==> src/rtl/dcpwm_pkg.sv <==
package dcpwm_pkg;

   typedef enum logic [1:0] {
      MODE_CMP0 = 2'b00,
      MODE_CMP1 = 2'b01,
      MODE_PWM  = 2'b10,
      MODE_TMR  = 2'b11
   } mode_e;

   typedef enum logic [1:0] {
      OF_INACT = 2'b00,
      OF_ACT   = 2'b01,
      OF_WAVE  = 2'b10,
      OF_WAVE2 = 2'b11
   } ofunc_e;

   // Packed order places run at bit 0 and the output field at bits 9:8.
   typedef struct packed {
      ofunc_e ofunc;
      logic   invert;
      logic   act_hi;
      logic   clr_on_a;
      logic   swap;
      mode_e  mode;
      logic   pause;
      logic   run;
   } ctrl_t;

   localparam int CTRL_W = $bits(ctrl_t);

   localparam logic [1:0] ADR_CTRL = 2'd0;
   localparam logic [1:0] ADR_CMPA = 2'd1;
   localparam logic [1:0] ADR_CMPP = 2'd2;
   localparam logic [1:0] ADR_STAT = 2'd3;

endpackage

==> src/rtl/dcpwm_counter.sv <==
module dcpwm_counter #(
   parameter int CNT_W = 10
) (
   input  logic             clk,
   input  logic             rst_n,
   input  logic             tick_i,
   input  logic             run_i,
   input  logic             pause_i,
   input  logic [CNT_W-1:0] period_i,
   output logic [CNT_W-1:0] cnt_o,
   output logic [CNT_W-1:0] nxt_o,
   output logic             adv_o
);

   logic             run_q;
   logic             restart;
   logic [CNT_W-1:0] cnt_q;
   logic [CNT_W-1:0] inc;

   assign restart = run_i & ~run_q;
   assign adv_o   = tick_i & run_i & ~pause_i & ~restart;
   assign cnt_o   = cnt_q;

   // A zero period value leaves the natural wrap as the only clear.
   always_comb begin
      inc = cnt_q + {{(CNT_W-1){1'b0}}, 1'b1};
      if ((period_i != '0) && (cnt_q == period_i)) begin
         nxt_o = '0;
      end else begin
         nxt_o = inc;
      end
   end

   always_ff @(posedge clk or negedge rst_n) begin
      if (!rst_n) begin
         cnt_q <= '0;
         run_q <= 1'b0;
      end else begin
         run_q <= run_i;
         if (restart) begin
            cnt_q <= '0;
         end else if (adv_o) begin
            cnt_q <= nxt_o;
         end
      end
   end

   a_r4_restart_zero: assert property (@(posedge clk) disable iff (!rst_n)
      (run_i && !run_q) |=> (cnt_q == '0));

   a_r4_stopped_holds: assert property (@(posedge clk) disable iff (!rst_n)
      !run_i |=> $stable(cnt_q));

   a_r3_pause_holds: assert property (@(posedge clk) disable iff (!rst_n)
      (pause_i && run_q) |=> $stable(cnt_q));

   a_r3_no_tick_holds: assert property (@(posedge clk) disable iff (!rst_n)
      (!tick_i && run_q) |=> $stable(cnt_q));

   a_r5_within_period: assert property (@(posedge clk) disable iff (!rst_n)
      (adv_o && (period_i != '0) && (cnt_q <= period_i) && $stable(period_i))
      |=> (cnt_q <= $past(period_i)));

endmodule

==> src/rtl/dcpwm_regs.sv <==
module dcpwm_regs
   import dcpwm_pkg::*;
#(
   parameter int CNT_W = 10,
   parameter int WR_W  = 10,
   parameter int RD_W  = 16
) (
   input  logic             clk,
   input  logic             rst_n,
   input  logic             wr_en,
   input  logic [1:0]       wr_addr,
   input  logic [WR_W-1:0]  wr_data,
   input  logic [1:0]       rd_addr,
   output logic [RD_W-1:0]  rd_data,
   input  logic [CNT_W-1:0] cnt_i,
   input  logic [1:0]       match_i,
   output ctrl_t            ctrl_o,
   output logic [CNT_W-1:0] cmp_a_o,
   output logic [CNT_W-1:0] cmp_p_o
);

   if (WR_W < CTRL_W || WR_W < CNT_W) begin : g_bad_wr
      $error("dcpwm_regs: write width too small");
   end
   if (RD_W < CNT_W + 2 || RD_W < CTRL_W) begin : g_bad_rd
      $error("dcpwm_regs: read width too small");
   end

   ctrl_t            ctrl_q;
   logic [CNT_W-1:0] cmp_a_q;
   logic [CNT_W-1:0] cmp_p_q;
   logic [1:0]       flag_q;
   logic [1:0]       flag_d;
   logic             stat_wr;

   assign stat_wr = wr_en && (wr_addr == ADR_STAT);

   // Set beats clear: the match term is OR-ed after the write-one mask.
   for (genvar k = 0; k < 2; k++) begin : g_flag
      assign flag_d[k] = (flag_q[k] & ~(stat_wr & wr_data[k])) | match_i[k];
   end

   always_ff @(posedge clk or negedge rst_n) begin
      if (!rst_n) begin
         ctrl_q  <= '0;
         cmp_a_q <= '0;
         cmp_p_q <= '0;
         flag_q  <= '0;
      end else begin
         flag_q <= flag_d;
         if (wr_en) begin
            unique case (wr_addr)
               ADR_CTRL: ctrl_q  <= ctrl_t'(wr_data[CTRL_W-1:0]);
               ADR_CMPA: cmp_a_q <= wr_data[CNT_W-1:0];
               ADR_CMPP: cmp_p_q <= wr_data[CNT_W-1:0];
               default:  ;
            endcase
         end
      end
   end

   always_comb begin
      rd_data = '0;
      unique case (rd_addr)
         ADR_CTRL: rd_data[CTRL_W-1:0] = ctrl_q;
         ADR_CMPA: rd_data[CNT_W-1:0]  = cmp_a_q;
         ADR_CMPP: rd_data[CNT_W-1:0]  = cmp_p_q;
         default: begin
            rd_data[RD_W-1 -: CNT_W] = cnt_i;
            rd_data[1:0]             = flag_q;
         end
      endcase
   end

   assign ctrl_o  = ctrl_q;
   assign cmp_a_o = cmp_a_q;
   assign cmp_p_o = cmp_p_q;

   a_r6_match_sets_a: assert property (@(posedge clk) disable iff (!rst_n)
      match_i[0] |=> flag_q[0]);

   a_r6_match_sets_p: assert property (@(posedge clk) disable iff (!rst_n)
      match_i[1] |=> flag_q[1]);

   a_r6_w1c_clears: assert property (@(posedge clk) disable iff (!rst_n)
      (stat_wr && wr_data[0] && !match_i[0]) |=> !flag_q[0]);

   a_r9_cmpa_write: assert property (@(posedge clk) disable iff (!rst_n)
      (wr_en && wr_addr == ADR_CMPA) |=> (cmp_a_q == $past(wr_data[CNT_W-1:0])));

   a_r9_stat_keeps_ctrl: assert property (@(posedge clk) disable iff (!rst_n)
      stat_wr |=> $stable(ctrl_q));

endmodule

==> src/rtl/dcpwm_outgen.sv <==
module dcpwm_outgen
   import dcpwm_pkg::*;
#(
   parameter int CNT_W   = 10,
   parameter bit OUT_REG = 1'b0
) (
   input  logic             clk,
   input  logic             rst_n,
   input  mode_e            mode_i,
   input  ofunc_e           ofunc_i,
   input  logic             act_hi_i,
   input  logic             invert_i,
   input  logic [CNT_W-1:0] cnt_i,
   input  logic [CNT_W-1:0] duty_i,
   output logic             pin_o,
   output logic             oe_o
);

   logic raw;
   logic lvl;
   logic oe_c;
   logic pin_c;

   assign raw = (cnt_i < duty_i);

   always_comb begin
      unique case (ofunc_i)
         OF_INACT: lvl = ~act_hi_i;
         OF_ACT:   lvl = act_hi_i;
         default:  lvl = raw ? act_hi_i : ~act_hi_i;
      endcase
   end

   assign oe_c  = (mode_i == MODE_PWM);
   assign pin_c = oe_c & (lvl ^ invert_i);

   if (OUT_REG) begin : g_reg
      logic pin_q;
      logic oe_q;
      always_ff @(posedge clk or negedge rst_n) begin
         if (!rst_n) begin
            pin_q <= 1'b0;
            oe_q  <= 1'b0;
         end else begin
            pin_q <= pin_c;
            oe_q  <= oe_c;
         end
      end
      assign pin_o = pin_q;
      assign oe_o  = oe_q;

      a_r2_released_q: assert property (@(posedge clk) disable iff (!rst_n)
         (mode_i != MODE_PWM) |=> (!oe_o && !pin_o));
   end else begin : g_comb
      assign pin_o = pin_c;
      assign oe_o  = oe_c;

      a_r2_released: assert property (@(posedge clk) disable iff (!rst_n)
         (mode_i != MODE_PWM) |-> (!oe_o && !pin_o));

      a_r8_force_inactive: assert property (@(posedge clk) disable iff (!rst_n)
         (mode_i == MODE_PWM && ofunc_i == OF_INACT) |-> (pin_o == (~act_hi_i ^ invert_i)));

      a_r7_zero_duty: assert property (@(posedge clk) disable iff (!rst_n)
         (mode_i == MODE_PWM && ofunc_i[1] && duty_i == '0) |-> (pin_o == (~act_hi_i ^ invert_i)));
   end

endmodule

==> src/rtl/dcpwm_timer.sv <==
module dcpwm_timer
   import dcpwm_pkg::*;
#(
   parameter int  CNT_W   = 10,
   parameter bit  OUT_REG = 1'b0,
   localparam int WR_W    = (CNT_W > CTRL_W) ? CNT_W : CTRL_W,
   localparam int RD_W    = CNT_W + 6
) (
   input  logic            clk,
   input  logic            rst_n,
   input  logic            tick_en,
   input  logic            wr_en,
   input  logic [1:0]      wr_addr,
   input  logic [WR_W-1:0] wr_data,
   input  logic [1:0]      rd_addr,
   output logic [RD_W-1:0] rd_data,
   output logic            pin_o,
   output logic            pin_oe
);

   if (CNT_W < 2 || CNT_W > 16) begin : g_bad_cnt
      $error("dcpwm_timer: CNT_W must lie in 2..16");
   end

   ctrl_t            ctrl;
   logic [CNT_W-1:0] cmp_a;
   logic [CNT_W-1:0] cmp_p;
   logic [CNT_W-1:0] cnt;
   logic [CNT_W-1:0] nxt;
   logic             adv;
   logic [1:0]       match;
   logic             pwm_mode;
   logic             period_is_a;
   logic [CNT_W-1:0] period;
   logic [CNT_W-1:0] duty;
   logic [CNT_W-1:0] cmp_val [2];

   // Role selection: the swap bit rules in PWM mode, the clear-select bit otherwise.
   assign pwm_mode    = (ctrl.mode == MODE_PWM);
   assign period_is_a = pwm_mode ? ctrl.swap : ctrl.clr_on_a;
   assign period      = period_is_a ? cmp_a : cmp_p;
   assign duty        = ctrl.swap ? cmp_p : cmp_a;

   assign cmp_val[0] = cmp_a;
   assign cmp_val[1] = cmp_p;

   for (genvar k = 0; k < 2; k++) begin : g_cmp
      assign match[k] = adv & (nxt == cmp_val[k]);
   end

   dcpwm_regs #(
      .CNT_W (CNT_W),
      .WR_W  (WR_W),
      .RD_W  (RD_W)
   ) u_regs (
      .clk     (clk),
      .rst_n   (rst_n),
      .wr_en   (wr_en),
      .wr_addr (wr_addr),
      .wr_data (wr_data),
      .rd_addr (rd_addr),
      .rd_data (rd_data),
      .cnt_i   (cnt),
      .match_i (match),
      .ctrl_o  (ctrl),
      .cmp_a_o (cmp_a),
      .cmp_p_o (cmp_p)
   );

   dcpwm_counter #(
      .CNT_W (CNT_W)
   ) u_cnt (
      .clk      (clk),
      .rst_n    (rst_n),
      .tick_i   (tick_en),
      .run_i    (ctrl.run),
      .pause_i  (ctrl.pause),
      .period_i (period),
      .cnt_o    (cnt),
      .nxt_o    (nxt),
      .adv_o    (adv)
   );

   dcpwm_outgen #(
      .CNT_W   (CNT_W),
      .OUT_REG (OUT_REG)
   ) u_out (
      .clk      (clk),
      .rst_n    (rst_n),
      .mode_i   (ctrl.mode),
      .ofunc_i  (ctrl.ofunc),
      .act_hi_i (ctrl.act_hi),
      .invert_i (ctrl.invert),
      .cnt_i    (cnt),
      .duty_i   (duty),
      .pin_o    (pin_o),
      .oe_o     (pin_oe)
   );

   a_r5_pwm_clear: assert property (@(posedge clk) disable iff (!rst_n)
      (pwm_mode && adv && ctrl.run && !ctrl.pause && period != '0 && cnt == period)
      |=> (cnt == '0));

endmodule

==> config.mk <==
export PLATFORM = sky130hd
export DESIGN_NAME = dcpwm_timer
export DESIGN_NICKNAME = d
export VERILOG_FILES = /design/src/rtl/dcpwm_pkg.sv /design/src/rtl/dcpwm_counter.sv /design/src/rtl/dcpwm_regs.sv /design/src/rtl/dcpwm_outgen.sv /design/src/rtl/dcpwm_timer.sv
export SDC_FILE = /design/constraint.sdc
export NUM_CORES = 1
export LEC_CHECK = 0
export ABC_AREA = 1
export BUFFER_PORTS_ARGS = -buffer_cell sky130_fd_sc_hd__buf_2
export CAP_MARGIN = 20
export CORE_MARGIN = 4
export CORE_UTILIZATION = 50
export DETAILED_ROUTE_END_ITERATION = 7
export PLACE_DENSITY = 0.7
export SLEW_MARGIN = 20
export SYNTH_ARGS = -nofsm -noshare
export SYNTH_HDL_FRONTEND = slang
export SYNTH_SLANG_ARGS = --single-unit
==> constraint.sdc <==
create_clock -name clk -period 2.32 [get_ports clk]
set_clock_uncertainty 0.2 [all_clocks]
set_input_delay 0.232 -clock clk [delete_from_list [all_inputs] [get_ports clk]]
set_output_delay 0.232 -clock clk [all_outputs]
set_load 0.02 [all_outputs]
After elaboration in Yosys (flattened, before gate mapping) --
Index checks and enable logic that the tools add are counted.
Word-level totals: register bits 43, output and inout port bits 18, logic and storage cells 68, bits of input ports 18
Operators by class: equality and inequality tests 10, bitwise logic cells 20, add/subtract/negate cells 1, reductions and logical operators 11, muxes and demuxes 12, magnitude comparators 1
Operators by type and width (count):
- 2-to-1 mux 10 bit | 5
- equality test 10 bit | 3
- one-hot mux 4 bit (3 select lines) | 2
- bitwise AND 1 bit | 11
- adder 10 x 1 -> 10 bit, second input constant | 1
- less-than comparator 10 bit | 1
- nonzero test 10 bit | 1
- equality test 2 bit, second input constant | 4
- equality test 2 x 1 -> 1 bit, second input constant | 3
- zero test 2 bit | 3
- 2-to-1 mux 6 bit | 1
- inverter 1 bit | 6
- one-hot mux 2 bit (3 select lines) | 1
- AND reduction 2 bit | 3
- OR reduction 3 bit | 1
- logical AND 1 bit | 2
- 2-to-1 mux 1 bit | 2
- bitwise OR 1 bit | 2
- one-hot mux 1 bit (2 select lines) | 1
- nonzero test 2 bit | 1
- bitwise XOR 1 bit | 1

Depth between registers and ports, before layout --
Gate-level depths: netlist (run 1).
depth in word-level cells 9, gate-level depth with buffers 21

Modules after synthesis --
A second synthesis (run 1) with hierarchy kept.
Unflattened totals: cells, all modules 544, area total of the unflattened synthesis 3631.0 µm²
By module, submodules not included:
- dcpwm_regs | area each 1650.3 µm², seq. area each 800.8 µm², instances 1, cells each 187
- dcpwm_counter | area each 1053.5 µm², seq. area each 275.3 µm², instances 1, cells each 166
- dcpwm_timer | area each 605.6 µm², seq. area each 0.0 µm², instances 1, cells each 134
- dcpwm_outgen | area each 321.6 µm², seq. area each 0.0 µm², instances 1, cells each 57

Worst setup path after synthesis (run 1) --
OpenSTA, ideal clock, no wires.
path kind reg-to-output, start point reg u_regs.ctrl_q (netlist bit u_regs.ctrl_o[4]), end point out pin_o, cell stages (with the launch flop) 15, required time 1888 ps, buffers on the path 1, path slack -60 ps, arrival time 1948 ps, cells stage by stage dfrtp_1 -> clkbuf_1 -> o21ai_0 -> ha_1 -> nand2_1 -> o21ai_0 -> nand2_1 -> nand2_1 -> nand2_1 -> nand2_1 -> nand2_1 -> nand2_1 -> nand2_1 -> xor2_1 -> nor2_1
On the way: longest elaborated chain between the ends 6
Ends and longest elaborated chain:
- from (decl) | line dcpwm_regs.sv:29 | ctrl_t ctrl_q;
- from (signal assigned) | line dcpwm_regs.sv:53 | ADR_CTRL: ctrl_q <= ctrl_t'(wr_data[CTRL_W-1:0]);
- 2-to-1 mux 10 bit | line dcpwm_timer.sv:42 | assign duty = ctrl.swap ? cmp_p : cmp_a;
- less-than comparator 10 bit | line dcpwm_outgen.sv:24 | assign raw = (cnt_i < duty_i);
- 2-to-1 mux 1 bit | line dcpwm_outgen.sv:30 | default: lvl = raw ? act_hi_i : ~act_hi_i;
- one-hot mux 1 bit (2 select lines) | line dcpwm_outgen.sv:27 | unique case (ofunc_i)
- bitwise XOR 1 bit | line dcpwm_outgen.sv:35 | assign pin_c = oe_c & (lvl ^ invert_i);
- bitwise AND 1 bit | line dcpwm_outgen.sv:35
- to (decl) | line dcpwm_timer.sv:17 | output logic pin_o,
No other way between the ends.

Worst setup path after layout (run 1) --
Ends and elaborated chain as after synthesis.

==> key figures, run 1 <==
Outcome
  • Status: finished with violations
  • Failing checks: hold timing, setup timing

Routing
  • WL/cell: about 17 um
  • Vias per cell: ~5.6
  • Vias post-DR: 3706
  • 1st-iter DRT viols: 385
  • Total iterations of the first detailed-routing run: 6
  • Final wirelength: about 11000 um
  • Antenna-violating nets left: 0
  • Remaining routing DRC violations: 0

STA
  • Final setup viols: 3
  • Final hold slack: -0.00433 ns
  • RSZ-0062 raised after global routing: yes
  • Worst Setup Slack, final: -0.484 ns
  • Least-Margin Pin Slew: 0.626 ns
  • Peak Freq: 357 MHz
  • Min Tclk post-route: approximately 2.8 ns
  • Hold violation count in the final report: 2
  • Final Max Tran Viols: 0
  • Worst relative slew slack: between 50% and 60%
  • Fin Setup TNS: -0.864 ns
  • Final Cycle Share: 121%

Worst hold path
  • Worst hold path type: in2reg
  • Min-delay src: wr_data[4]
  • Hold endpoint: u_regs.cmp_a_o[4]
  • Hold path cells: 3

CTS
  • Clk_lat worst skew: ~0.31 ns
  • Clock Pin Slew Worst Setup and Hold Paths: 0.09 ns
  • Clk buf depth: 2
  • CTS tree: done
  • TritonCTS buffer count: 5
  • Root buffer cell: clkbuf_8
  • Htree depth: 2
  • Clock sinks: 43

Global routing
  • Initial antenna violation count: 0
  • Total grt overflow: 0
  • First-pass GRT wire length: 17500 um
  • Pin count of the biggest net entering global routing: 21
  • Vias in the first global route: 3467
  • All-layer global routing usage: 30.1%

Die
  • Num rows: 28
  • Core area: 0.00606 mm2
  • Die X: 87.7 um
  • Die footprint: ~0.0077 mm2
  • Initial Utilization: 52.5%
  • Ports: 36
  • Die span in y: 87.7 um

Cells and area
  • Nets: just over 600
  • Diode count: 0
  • Fin cells: roughly 660
  • Layout cells sized above 1: between 20% and 30%
  • Multi-input logic area: 0.00189 mm2
  • Filler Cells Inserted: 560
  • Synth-to-layout area growth: 28.3%
  • Most common cell after layout, fill and taps aside: nand2_1
  • Register Area: 0.00108 mm2
  • Most frequent cells in the layout: 153 x nand2_1, 63 x inv_1, 58 x nand3_1, 54 x buf_4

Placement
  • HPWL after DPL: around 8400 um
  • Port bufs: 35
  • Cells after DPL: 644
  • Routability cong.: 1.04

Critical path
  • R2R setup slack: -0.20 ns
  • RR Endpoint: u_regs.flag_q[0]
  • Critical path type: reg2out
  • R2R depth: 18
  • CP required: 1.89 ns
  • Worst setup EP type: primary output
  • R2R Path Start: u_regs.ctrl_o[4]
  • Type of origin of the critical path: flip-flop
  • Worst path arrival time: about 2.4 ns
  • Worst Path Max Fanout: 5

Synthesis
  • Synth Instances: 493
  • Avg Inst Size Synth: 6.45 um2
  • Distinct cells, synth: 24
  • Synth Cell Area: around 0.0032 mm2
  • #FFs+latches synth: 43
  • Post-Syn Nets: ~520
  • Synth warnings: 0
  • Register area share after synthesis: 33.8%

Power
  • Pwr dens: 647 mW/mm2
  • Sw Ratio: a little over two fifths
  • Sequential share of power: between 30% and 40%
  • Leak: 2.23 nW
  • Internal power: around 0.0015 W
  • Switching Power: about 0.0011 W
  • Combinational cell fraction of total power: 43.1%
  • Clock share of power: 20.8%
  • Max VDD drop: 0.442 mV
  • Power Total: 0.00264 W

Run
  • Max Cap Viol: 0
cells by family (layout without fill, tap and decap cells):
| family | Yosys count | in the layout | share of synthesized area, % |
|---|---|---|---|
| flops | 43 | 43 | 33.8 |
| compound gates | 78 | 78 | 13.5 |
| buf+inv | 80 | 171 | 10.3 |
| xor+xnor | 10 | 10 | 2.75 |
| fa+ha+maj | 10 | 10 | 3.94 |
| simple gates | 272 | 272 | 35.7 |
worst max-delay path, stage by stage (launching register included):
cell,delay (ns)
dfrtp_1,0.44
buf_6,0.15
nand2_2,0.07
o21ai_2,0.05
ha_1,0.32
nand2_2,0.06
o21ai_2,0.16
nand2_1,0.07
nand2_1,0.07
nand2_1,0.05
nand2_1,0.05
nand2_1,0.05
nand2_1,0.06
nand2_2,0.07
xor2_2,0.15
nor2_2,0.12
buf_6,0.12
state kept, by name, summed over array words and instances (netlist names):
signal	count
u_cnt.cnt_o	10
u_cnt.run_q	1
u_regs.cmp_a_o	10
u_regs.cmp_p_o	10
u_regs.ctrl_o	10
u_regs.flag_q	2
layer usage:
metal | global-route usage, % | part of all wire (%) | vias up | routed length [um]
met5 | 0 | 0 | - | 0
met4 | 12.8 | 4.4 | 0 | 482
met3 | 4.05 | 7.9 | 42 | 865
met2 | 46.6 | 45 | 215 | 4870
met1 | 42.1 | 43 | 1672 | 4700
li1 | - | - | 1777 | -
worst max-delay path by stage:
stage	startpoint	end	slack, ns	cells after the start
floorplan	u_regs.ctrl_o[4]	pin_o	0.02	14
detailed placement	u_regs.ctrl_o[4]	pin_o	-0.28	16
CTS	u_regs.ctrl_o[4]	pin_o	-0.40	16
global placement	u_regs.ctrl_o[4]	pin_o	-0.24	16
finish	u_regs.ctrl_o[4]	pin_o	-0.48	16
global route	u_regs.ctrl_o[4]	pin_o	-0.61	16
cell type report:
class                           instances  share of cell area [%]
Inverter                               66                    6.07
Tap cell                               75                    2.30
Clock buffer                            6                    2.02
Clock inverter                          2                   0.399
Timing Repair Buffer                   97                    16.5
Sequential cell                        43                    26.4
Multi-Input combinational cell        370                    46.3
Yosys cell counts, drive strengths merged:
cell type | count | share of area [%]
a21oi | 10 | 1.6
inv | 65 | 7.7
o21ai | 49 | 7.7
nand2 | 172 | 21
nand4 | 1 | 0.20
a211oi | 1 | 0.24
nand3 | 63 | 10
o22ai | 13 | 2.6
ha | 10 | 3.9
clkbuf | 8 | 0.94
nor3 | 2 | 0.31
dfrtp | 43 | 34
xor2 | 10 | 2.8
o2111ai | 1 | 0.28
buf | 6 | 1.6
o221ai | 4 | 1.1
clkinv | 1 | 0.12
nor2 | 32 | 3.8
nor4 | 2 | 0.39
timing repair:
action                                 CTS  global route
buffers inserted                         3             0
resized for setup                       34             9
hold buffers                             1             0
endpoints found under the hold margin   17             0
pin swaps                                6             7
setup endpoints to repair                3            13
gates cloned                             2             1
power groups by stage:
stage / logic, W / clock network (W) / registers [W]
floorplan: 0.000634 / 0 / 0.000929
global placement: 0.000989 / 0 / 0.000953
detailed placement: 0.000997 / 0 / 0.000954
CTS: 0.00109 / 0.000548 / 0.000944
global route: 0.00126 / 0.000583 / 0.000963
finish: 0.00114 / 0.000549 / 0.000953
per-stage QoR:
step / util, % / area, um2 / setup WS [ns]
after global placement: 62.6 / 3800 / -0.235
after floorplan: - / 3180 / 0.0202
after detailed placement: 62.6 / 3800 / -0.282
after global routing: 67.3 / 4080 / -0.615
after CTS: 66.9 / 4050 / -0.401
final: 67.3 / 4080 / -0.484
Note: power is estimated with default switching activity, not from simulation.
==> run 2: changes to the inputs <==
Settings changed: CELL_PAD_IN_SITES_DETAIL_PLACEMENT set to 1, CELL_PAD_IN_SITES_GLOBAL_PLACEMENT set to 1, CORE_UTILIZATION 50 to 42, PLACE_DENSITY 0.7 to not set, PLACE_DENSITY_LB_ADDON set to 0.1.
Clock period 2.32 ns to 2.6 ns, I/O delays scaled along.
==> run 2 against run 1 <==
The run ends with setup timing left. Sequential share of layout area up 0.58 points. Clock-buffer cell count unchanged. Design area down 1.9%. Highest routed layer unchanged.
==> key figures, run 2 (synthesized netlist as in run 1, its figures left out) <==
Outcome
  • Status: finished with violations
  • Failing checks: setup timing

Cells and area
  • Synth-to-layout area growth: 25.8%
  • Final Cell Area: 0.00400 mm2
  • Filler Cells Inserted: roughly 1000
  • Diode count: 0
  • Layout cells sized above 1: 21.5%
  • Fin util: 54.9%
  • Nets: 589
  • Most common cell after layout, fill and taps aside: nand2_1
  • Multi-input logic area: 0.00192 mm2
  • Register Area: roughly 0.0011 mm2
  • Most frequent cells in the layout: 156 x nand2_1, 62 x inv_1, 55 x nand3_1, 44 x o21ai_0, 41 x dfrtp_1

STA
  • Least-Margin Pin Slew: 1.00 ns
  • Final Max Tran Viols: 0
  • Hold violation count in the final report: 0
  • Final Cycle Share: 110%
  • Final setup viols: 1
  • Final hold slack: 0.0400 ns
  • Min Tclk post-route: 2.86 ns
  • Worst Setup Slack, final: -0.259 ns
  • RSZ-0062 raised after global routing: yes
  • Peak Freq: about 350 MHz
  • Worst relative slew slack: 33.3%

Placement
  • Area after DPL: 0.00364 mm2
  • Routability cong.: between 1 and 1.5
  • HPWL after DPL: 9860 um
  • Port bufs: 35

Global routing
  • All-layer global routing usage: about 29%
  • First-pass GRT wire length: ~19000 um
  • Pin count of the biggest net entering global routing: 44
  • Vias in the first global route: 3618
  • Initial antenna violation count: 0
  • Total grt overflow: 0

Critical path
  • Worst setup EP type: primary output
  • RR Endpoint: u_regs.flag_q[1]
  • CP required: 2.14 ns
  • R2R depth: 16
  • R2R Path Start: u_regs.ctrl_o[4]
  • R2R setup slack: approximately 0.03 ns
  • Critical path type: reg2out
  • Type of origin of the critical path: flip-flop
  • Worst Path Max Fanout: 4
  • Worst path arrival time: ~2.4 ns

Die
  • Die X: 95.0 um
  • Ports: 36
  • Num rows: 31
  • Core area: 0.00729 mm2
  • Initial Utilization: ~44%
  • Die footprint: 0.00903 mm2
  • Die span in y: 95.0 um

Routing
  • Antenna-violating nets left: 0
  • Met2 wire length: 6260 um
  • Final wirelength: 13000 um
  • Met3 wire len: roughly 700 um
  • 1st-iter DRT viols: about 240
  • Vias post-DR: 3704
  • Max Used Layer: met4
  • WL/cell: roughly 20 um
  • M1 WL: 5550 um
  • Remaining routing DRC violations: 0
  • Vias per cell: roughly 5.6
  • Total iterations of the first detailed-routing run: 5

CTS
  • TritonCTS buffer count: 5
  • CTS tree: done
  • Clock Pin Slew Worst Setup and Hold Paths: 0.09 ns
  • Htree depth: 2
  • Clk_lat worst skew: 0.31 ns
  • Root buffer cell: clkbuf_8
  • Clock sinks: 43
  • Clk buf depth: 2

Worst hold path
  • Hold endpoint: u_regs.ctrl_o[8]
  • Worst hold path type: in2reg
  • Hold path cells: 3
  • Min-delay src: wr_data[8]

Power
  • Pwr dens: 589 mW/mm2
  • Max VDD drop: 0.334 mV
  • Leak: 2.15 nW

Run
  • Max Cap Viol: 0
-- run 2: per-stage QoR --
stage	setup slack, ns	power [W]	std cells	setup TNS, ns
global route	-0.443	0.00249	661	-0.647
global placement	0.0261	0.00169	644	0
floorplan	0.192	0.00139	493	0
finish	-0.259	0.00236	661	-0.259
CTS	-0.241	0.00222	654	-0.255
detailed placement	-0.0634	0.00172	644	-0.0634
-- run 2: critical path, stage by stage (launching register included) --
cell and delay (ns):
dfrtp_1 0.49, inv_1 0.14, nand2_1 0.09, o21ai_0 0.12, ha_1 0.32, nand2_1 0.07, inv_1 0.06, nand2_1 0.07
nand2_1 0.07, nand2_1 0.05, nand2_1 0.07, nand2_1 0.05, nand2_1 0.06, nand2_2 0.06, xor2_1 0.13, nor2_1 0.11
buf_4 0.14
-- run 2: worst max path at each step --
stage                      start  endpoint  slack (ns)  cells after the start
2_1_floorplan   u_regs.ctrl_o[4]     pin_o        0.19                     14
3_3_place_gp    u_regs.ctrl_o[4]     pin_o        0.03                     15
3_5_place_dp    u_regs.ctrl_o[4]     pin_o       -0.06                     15
4_1_cts         u_regs.ctrl_o[4]     pin_o       -0.24                     16
5_1_grt        u_regs.cmp_p_o[4]     pin_o       -0.44                     16
6_report       u_regs.cmp_p_o[4]     pin_o       -0.26                     16
-- run 2: area by class of cell --
class                           count  area share [%]
Tap cell                           99            3.10
Timing Repair Buffer               75            13.4
Multi-Input combinational cell    370            47.9
Sequential cell                    43            27.0
Clock inverter                      2           0.407
Clock buffer                        6            2.06
Inverter                           66            6.19
-- run 2: where the power goes --
group | internal, W | total [W] | switching (W)
combinational | 0.000360 | 0.000989 | 0.000629
sequential | 0.000750 | 0.000874 | 0.000124
clock | 0.000218 | 0.000492 | 0.000275
-- run 2: per-layer routing --
| layer | global-route usage (%) | vias to the layer above |
|---|---|---|
| met5 | 0 | - |
| met4 | 9.98 | 0 |
| met3 | 2.39 | 33 |
| met2 | 47.5 | 118 |
| met1 | 39.1 | 1811 |
| li1 | - | 1742 |
-- run 2: timing repair --
item	in CTS	in global routing
pin swaps	2	9
hold endpoints to repair	43	0
gates resized for setup	10	40
hold buffers	1	0
endpoints found under the setup margin	1	5
cloned	0	3
buffers inserted	1	4
